==> src/rtl/pkd_pkg.sv <==
package pkd_pkg;

  typedef enum logic [1:0] {
    ST_BASE = 2'd0,
    ST_RISE = 2'd1,
    ST_CAPT = 2'd2
  } pkd_state_e;

endpackage

==> src/rtl/pkd_sample_track.sv <==
module pkd_sample_track #(
  parameter int DATA_W = 16,
  parameter int IDX_W  = 32
) (
  input  logic                     clk,
  input  logic                     rst,
  input  logic                     smp_vld,
  input  logic signed [DATA_W-1:0] smp_data,
  output logic signed [DATA_W-1:0] prev_data,
  output logic        [IDX_W-1:0]  cur_idx
);

  localparam logic signed [DATA_W-1:0] MIN_VAL = {1'b1, {(DATA_W-1){1'b0}}};
  localparam logic        [IDX_W-1:0]  IDX_ONE = {{(IDX_W-1){1'b0}}, 1'b1};

  logic signed [DATA_W-1:0] prev_q;
  logic        [IDX_W-1:0]  idx_q;

  always_ff @(posedge clk) begin
    if (rst) begin
      prev_q <= MIN_VAL;
      idx_q  <= '0;
    end else if (smp_vld) begin
      prev_q <= smp_data;
      idx_q  <= idx_q + IDX_ONE;
    end
  end

  assign prev_data = prev_q;
  assign cur_idx   = idx_q;

endmodule

==> src/rtl/pkd_slope_fsm.sv <==
module pkd_slope_fsm
  import pkd_pkg::*;
#(
  parameter int DATA_W = 16,
  parameter int IDX_W  = 32
) (
  input  logic                     clk,
  input  logic                     rst,
  input  logic                     smp_vld,
  input  logic signed [DATA_W-1:0] smp_data,
  input  logic signed [DATA_W-1:0] noise_thr,
  input  logic signed [DATA_W-1:0] prev_data,
  input  logic        [IDX_W-1:0]  cur_idx,
  output logic                     cap_fire,
  output logic signed [DATA_W-1:0] cand_val,
  output logic        [IDX_W-1:0]  cand_idx
);

  pkd_state_e state_q, state_d;
  logic signed [DATA_W-1:0] cand_val_q;
  logic        [IDX_W-1:0]  cand_idx_q;
  logic rising, above, take;

  assign rising = smp_data > prev_data;
  assign above  = smp_data > noise_thr;

  always_comb begin
    state_d  = state_q;
    cap_fire = 1'b0;
    take     = 1'b0;
    unique case (state_q)
      ST_RISE: begin
        if (smp_vld) begin
          if (rising) begin
            take = 1'b1;
          end else begin
            cap_fire = 1'b1;
            state_d  = ST_CAPT;
          end
        end
      end
      default: begin
        // capture lasts one clock; a sample in that clock is judged as in baseline
        if (state_q == ST_CAPT) state_d = ST_BASE;
        if (smp_vld && above && rising) begin
          take    = 1'b1;
          state_d = ST_RISE;
        end
      end
    endcase
  end

  always_ff @(posedge clk) begin
    if (rst) begin
      state_q    <= ST_BASE;
      cand_val_q <= '0;
      cand_idx_q <= '0;
    end else begin
      state_q <= state_d;
      if (take) begin
        cand_val_q <= smp_data;
        cand_idx_q <= cur_idx;
      end
    end
  end

  assign cand_val = cand_val_q;
  assign cand_idx = cand_idx_q;

endmodule

==> src/rtl/pkd_report.sv <==
module pkd_report #(
  parameter int DATA_W = 16,
  parameter int IDX_W  = 32
) (
  input  logic                     clk,
  input  logic                     rst,
  input  logic                     cap_fire,
  input  logic signed [DATA_W-1:0] cand_val,
  input  logic        [IDX_W-1:0]  cand_idx,
  output logic                     pk_vld,
  output logic signed [DATA_W-1:0] pk_value,
  output logic        [IDX_W-1:0]  pk_index
);

  always_ff @(posedge clk) begin
    if (rst) begin
      pk_vld   <= 1'b0;
      pk_value <= '0;
      pk_index <= '0;
    end else begin
      pk_vld <= cap_fire;
      if (cap_fire) begin
        pk_value <= cand_val;
        pk_index <= cand_idx;
      end
    end
  end

endmodule

==> src/rtl/thr_peak_finder.sv <==
module thr_peak_finder #(
  parameter int DATA_W = 16,
  parameter int IDX_W  = 32
) (
  input  logic                     clk,
  input  logic                     rst,
  input  logic                     smp_vld,
  input  logic signed [DATA_W-1:0] smp_data,
  input  logic signed [DATA_W-1:0] noise_thr,
  output logic                     pk_vld,
  output logic signed [DATA_W-1:0] pk_value,
  output logic        [IDX_W-1:0]  pk_index
);

  logic signed [DATA_W-1:0] prev_data;
  logic        [IDX_W-1:0]  cur_idx;
  logic                     cap_fire;
  logic signed [DATA_W-1:0] cand_val;
  logic        [IDX_W-1:0]  cand_idx;

  pkd_sample_track #(.DATA_W(DATA_W), .IDX_W(IDX_W)) u_track (
    .clk       (clk),
    .rst       (rst),
    .smp_vld   (smp_vld),
    .smp_data  (smp_data),
    .prev_data (prev_data),
    .cur_idx   (cur_idx)
  );

  pkd_slope_fsm #(.DATA_W(DATA_W), .IDX_W(IDX_W)) u_fsm (
    .clk       (clk),
    .rst       (rst),
    .smp_vld   (smp_vld),
    .smp_data  (smp_data),
    .noise_thr (noise_thr),
    .prev_data (prev_data),
    .cur_idx   (cur_idx),
    .cap_fire  (cap_fire),
    .cand_val  (cand_val),
    .cand_idx  (cand_idx)
  );

  pkd_report #(.DATA_W(DATA_W), .IDX_W(IDX_W)) u_rep (
    .clk      (clk),
    .rst      (rst),
    .cap_fire (cap_fire),
    .cand_val (cand_val),
    .cand_idx (cand_idx),
    .pk_vld   (pk_vld),
    .pk_value (pk_value),
    .pk_index (pk_index)
  );

endmodule

==> config.mk <==
export PLATFORM = sky130hd
export DESIGN_NAME = thr_peak_finder
export DESIGN_NICKNAME = d
export VERILOG_FILES = /design/src/rtl/pkd_pkg.sv /design/src/rtl/pkd_sample_track.sv /design/src/rtl/pkd_slope_fsm.sv /design/src/rtl/pkd_report.sv /design/src/rtl/thr_peak_finder.sv
export SDC_FILE = /design/constraint.sdc
export NUM_CORES = 1
export LEC_CHECK = 0
export ABC_AREA = 1
export BUFFER_PORTS_ARGS = -buffer_cell sky130_fd_sc_hd__buf_4
export CORE_ASPECT_RATIO = 0.5
export CORE_MARGIN = 2
export CORE_UTILIZATION = 53
export DETAILED_ROUTE_END_ITERATION = 10
export GPL_ROUTABILITY_DRIVEN = 0
export PLACE_DENSITY = 0.77
export SETUP_SLACK_MARGIN = 0.1
export SLEW_MARGIN = 0
export SYNTH_ARGS = -nofsm -noshare
export SYNTH_HDL_FRONTEND = slang
export SYNTH_SLANG_ARGS = --single-unit
==> constraint.sdc <==
create_clock -name clk -period 1.9 [get_ports clk]
set_input_delay 0.19 -clock clk [delete_from_list [all_inputs] [get_ports clk]]
set_output_delay 0.19 -clock clk [all_outputs]
set_load 0.05 [all_outputs]
After elaboration in Yosys (flattened, before gate mapping) --
Cells that the tools add are included.
Word-level totals: bits in registers 147, input bits 35, output and inout port bits 49, word-level logic and storage cells 31
Operators by class: add/sub/neg operators 1, magnitude comparators 2, equality and inequality tests 4, multiplexer cells 12, reduce and logical (&&, ||, !) cells 4
Operators by type and width (count):
- $add 32x1->32 const B | 1
- $gt 16x16->1 | 2
- $mux 2 | 5
- $mux 1 | 7
- $ne 2x2->1 const B | 2
- $reduce_and 3->1 | 1
- $reduce_bool 3->1 | 1
- $eq 2x1->1 const B | 1
- $eq 2x2->1 const B | 1
- $logic_and 1x1->1 | 2

Logic depth before layout (Yosys ltp) --
word-level depth 5, depth in mapped cells 18, gate-level depth less buffers 17

Modules after synthesis --
From an unflattened synthesis, not the netlist that was laid out.
Second synthesis, totals: cell total of the unflattened synthesis 1047, area, all modules 7412.1 sq um
Modules (own cells, without submodules):
- pkd_slope_fsm | times used 1, cells each 388, area each 3017.9 sq um, sequential area each 1001.0 sq um
- pkd_sample_track | times used 1, cells each 351, area each 2387.3 sq um, sequential area each 960.9 sq um
- pkd_report | times used 1, cells each 308, area each 2006.9 sq um, sequential area each 980.9 sq um

Worst setup path after synthesis --
Ideal clock, no wire load.
path kind reg-to-reg, start register u_track.prev_q[14] (netlist: u_track.prev_data[14]), end register u_rep.pk_index[11], setup time 0.116 ns, data arrival time 1.766 ns, required time 1.784 ns, path slack 0.018 ns, cell stages (with the launch flop) 17, path buffers 2, period minus slack after synthesis 1.882 ns, cells stage by stage dfxtp_1 > inv_1 > ha_1 > nand2_2 > inv_1 > nand2_1 > nand2_1 > a21oi_1 > nand3_1 > nand2_1 > nand3_2 > nand2_2 > inv_2 > buf_6 > buf_6 > nor2_1 > nor2_1
On the way: word-level cells in the longest chain between the ends 4
RTL lines:
- start: declaration | line pkd_sample_track.sv:16 | logic signed [DATA_W-1:0] prev_q;
- start signal: assignment | line pkd_sample_track.sv:24 | prev_q <= smp_data;
- $gt 16x16->1 | line pkd_slope_fsm.sv:24 | assign rising = smp_data > prev_data;
- $mux 1 | line pkd_slope_fsm.sv:34 | if (rising) begin
- $mux 1 | line pkd_slope_fsm.sv:33 | if (smp_vld) begin
- $mux 1 | line pkd_slope_fsm.sv:31 | unique case (state_q)
- end signal: assignment | line pkd_report.sv:24 | pk_index <= cand_idx;
- end: declaration | line pkd_report.sv:12 | output logic [IDX_W-1:0] pk_index
Every way passes these cells. A chain may end at the register's enable or synchronous reset.

Worst setup path after layout --
start register u_track.prev_q[14] (netlist: u_track.prev_data[14]), end register u_fsm.cand_idx_q[10] (netlist: u_fsm.cand_idx[10])
On the way: word-level cells in the longest chain between the ends 4, elaborated cells between the ends (all ways) 6, classes of those cells 1 x order compare; 4 x mux; 1 x reduce/logical
RTL lines:
- $gt 16x16->1 (*) | line pkd_slope_fsm.sv:24
- $mux 1 or $logic_and 1x1->1 (tied branches) | line pkd_slope_fsm.sv:34, pkd_slope_fsm.sv:45
- $mux 1 (on tied branches) | line pkd_slope_fsm.sv:33, pkd_slope_fsm.sv:45
- $mux 1 (*) | line pkd_slope_fsm.sv:31
- end signal: assignment | line pkd_slope_fsm.sv:62 | cand_idx_q <= cur_idx;
- end: declaration | line pkd_slope_fsm.sv:21 | logic [IDX_W-1:0] cand_idx_q;
Mark *: on every way between the ends. The rest lies on a longest branch, timed or not.

==> metrics.txt <==
fin crit period=2320 ps; status=finished with violations; die width=between 150 and 200 um; Syn Nets=about 1000; Avg Inst Size Synth=just over 7 sq um; global-route wire length before repair=around 28000 um; Initial Util=0.547; crit path max fanout=6; synth top area cells=dfxtp_1, nor2_1, nand2_1; #FFs+latches synth=~150; WL per Instance=around 15 um; WL final=slightly below 20000 um; failing checks=negative setup slack; Core ar.=between 0.01 and 0.015 sq mm; worst slew pin tran=roughly 400 ps; worst setup path endpoint=u_fsm.cand_idx[10]; share of the synthesized area in the top cell type=0.422; drt via density=5.40; CP Data Arrival Time=2630 ps; maximum number of pins on one net before global-route repair=48; Pins Over Slew Limit=0; Post-synth top flop=dfxtp_1; number of global-route vias before repair=6155; initial antenna violation count=0; die area=~0.014 sq mm; CTS Buffer Depth=2; WS Path Type=reg -> reg; post-synth cell types=31; cells on worst reg2reg path=15; Power Total=between 8 and 9 mW; Pre-antenna DRT Iters=6; clk root buf=clkbuf_16; Peak Freq=about 430 MHz; DPL Wire Length=roughly 11000 um; CTS HTree Levels=4; clk sinks=between 100 and 150; Final period util=1.22; Setup WS post-layout=-416 ps; Max-Cap Viols=0; Worst-path clk slew=70 ps; Startpoint Class=register; Layout Skew=around 10 ps; most frequent cells after synthesis=nor2_1, dfxtp_1, nand2_1; Post-Syn Area=0.00697 sq mm; Critical Path End Type=register; total CTS buffers=17; Seq/Total Area, Yosys=0.422; Post-synth EDFFs=0; Final ANT Viol Nets=0; CTS tree=done; I/O pins=84; FF-to-FF Start=u_track.prev_data[14]; hold_buf cts=0; final setup vio count=just under 100; worst reg2reg endpoint=u_fsm.cand_idx[10]; flop-to-flop setup slack=-420 ps; max_slew headroom=0.733; n_diodes=0; Clk Latency, worst-skew pair=~430 ps; via count of the routed design=6857; RSZ-0062 raised after global routing=true; largest area contributor in the netlist=dfxtp_1; top-count cell post-synth=nor2_1; synthesized instance count=roughly 1000; Final Hold Fails=0; layout cells sized above 1=0.306; origin of the worst setup path=u_track.prev_data[14]; Final #Nets=~1200; global route overflow=0; DRC viols=0; Total Routing Usage GR=0.238; Fin Setup TNS=-29690 ps; Hold Path Class=in -> reg; Worst EP required=between 2000 and 2500 ps; leakage dissipation=between 4 and 5 nW; Starting DRT DRC Count=582; height of the die=between 80 and 90 um; Syn-to-layout area delta=37.2%; Post-synth ARST share=0; pwr dens=approximately 900 mW/mm^2; IO Port Bufs=83; Ys Warns=0; # rows=29; Peak VDD IR=0.674 mV
sequential cells by signal, indices dropped and copies added, names as in the netlist:
signal	cells
u_track.cur_idx	32
u_rep.pk_value	16
u_fsm.state_q	2
u_rep.pk_index	32
u_track.prev_data	16
u_fsm.cand_val	16
u_rep.pk_vld	1
u_fsm.cand_idx	32
metrics by stage:
| stage | hold WS [ps] | setup slack [ps] | util | cell area, sq um | std cells |
|---|---|---|---|---|---|
| 3_5_place_dp | 458 | -221 | 0.624 | 7950 | 1211 |
| 3_3_place_gp | 448 | -190 | 0.624 | 7950 | 1211 |
| 4_1_cts | 44.6 | -174 | 0.695 | 8860 | 1254 |
| 6_report | 57.4 | -416 | 0.751 | 9560 | 1269 |
| 2_1_floorplan | 312 | 37.8 | - | 7060 | 977 |
| 5_1_grt | 82.6 | -487 | 0.751 | 9560 | 1269 |
repair_timing:
action / 4_1_cts / 5_1_grt
setup endpoints to repair: 101 / 116
gates resized for setup: 48 / 153
pin swaps: 7 / 24
gates cloned: 4 / 10
buffers inserted: 7 / 5
cells in the final DEF, fill, tap and decap left out, types with 25 or more instances in the layout:
| cell | instances |
|---|---|
| a21oi_1 | 66 |
| a21oi_2 | 34 |
| buf_4 | 112 |
| clkbuf_16 | 25 |
| dfxtp_1 | 132 |
| inv_1 | 108 |
| nand2_1 | 126 |
| nand3_1 | 43 |
| nor2_1 | 150 |
| nor2_2 | 27 |
| o21ai_0 | 38 |
| o21ai_1 | 33 |
final cells by class:
cell class	instances	area, sq um
clock buffer	18	429
clock inverter	14	121
fill	882	3170
inverter	121	462
timing repair buffer	141	1430
tap	170	213
multi-input combinational	658	3930
sequential	147	2970
critical path: stages, from the launching register on:
cell,delay (ps)
dfxtp_2,340
inv_2,50
ha_4,260
nand2_4,60
nor2_4,130
nand2_2,80
nor2_2,120
nand2_1,90
nand4_1,150
nand3_4,110
nor2_4,210
buf_6,190
buf_12,130
nand3_1,90
nand2_1,120
nor2_1,70
report_power, final:
part / internal [mW] / switching, mW
sequential: 3.29 / 0.132
clock: 1.71 / 1.46
combinational: 0.774 / 1.07
total: 5.78 / 2.66
kinds of logic after synthesis:
group,synth area share
xor gates and xnor gates,0.0101
and+or+nand+nor,0.263
DFF,0.422
buffers and inverters,0.106
AOI/OAI and AO/OA,0.140
adders and majority gates,0.0592
how the worst min path moves through the flow:
| stage | to | slack, ps | from | cells past startpoint |
|---|---|---|---|---|
| after global routing | u_track.prev_data[10] | 80 | smp_data[10] | 3 |
| after floorplan | u_track.prev_data[15] | 310 | smp_data[15] | 2 |
| after CTS | u_track.prev_data[15] | 40 | smp_data[15] | 3 |
| after detailed placement | u_fsm.cand_idx[19] | 460 | u_fsm.cand_idx[19] | 2 |
| final | u_track.prev_data[15] | 60 | smp_data[15] | 3 |
| after global placement | u_fsm.cand_idx[21] | 450 | u_fsm.cand_idx[21] | 2 |
routing by layer:
metal	vias up	share of wire	track usage	routed length (um)
li1	3364	-	-	-
met1	3188	0.44	0.305	8470
met2	266	0.46	0.400	8980
met3	39	0.076	0.0667	1470
met4	0	0.024	0.0656	457
met5	-	0	0	0
(Power assumes the default switching activity.)
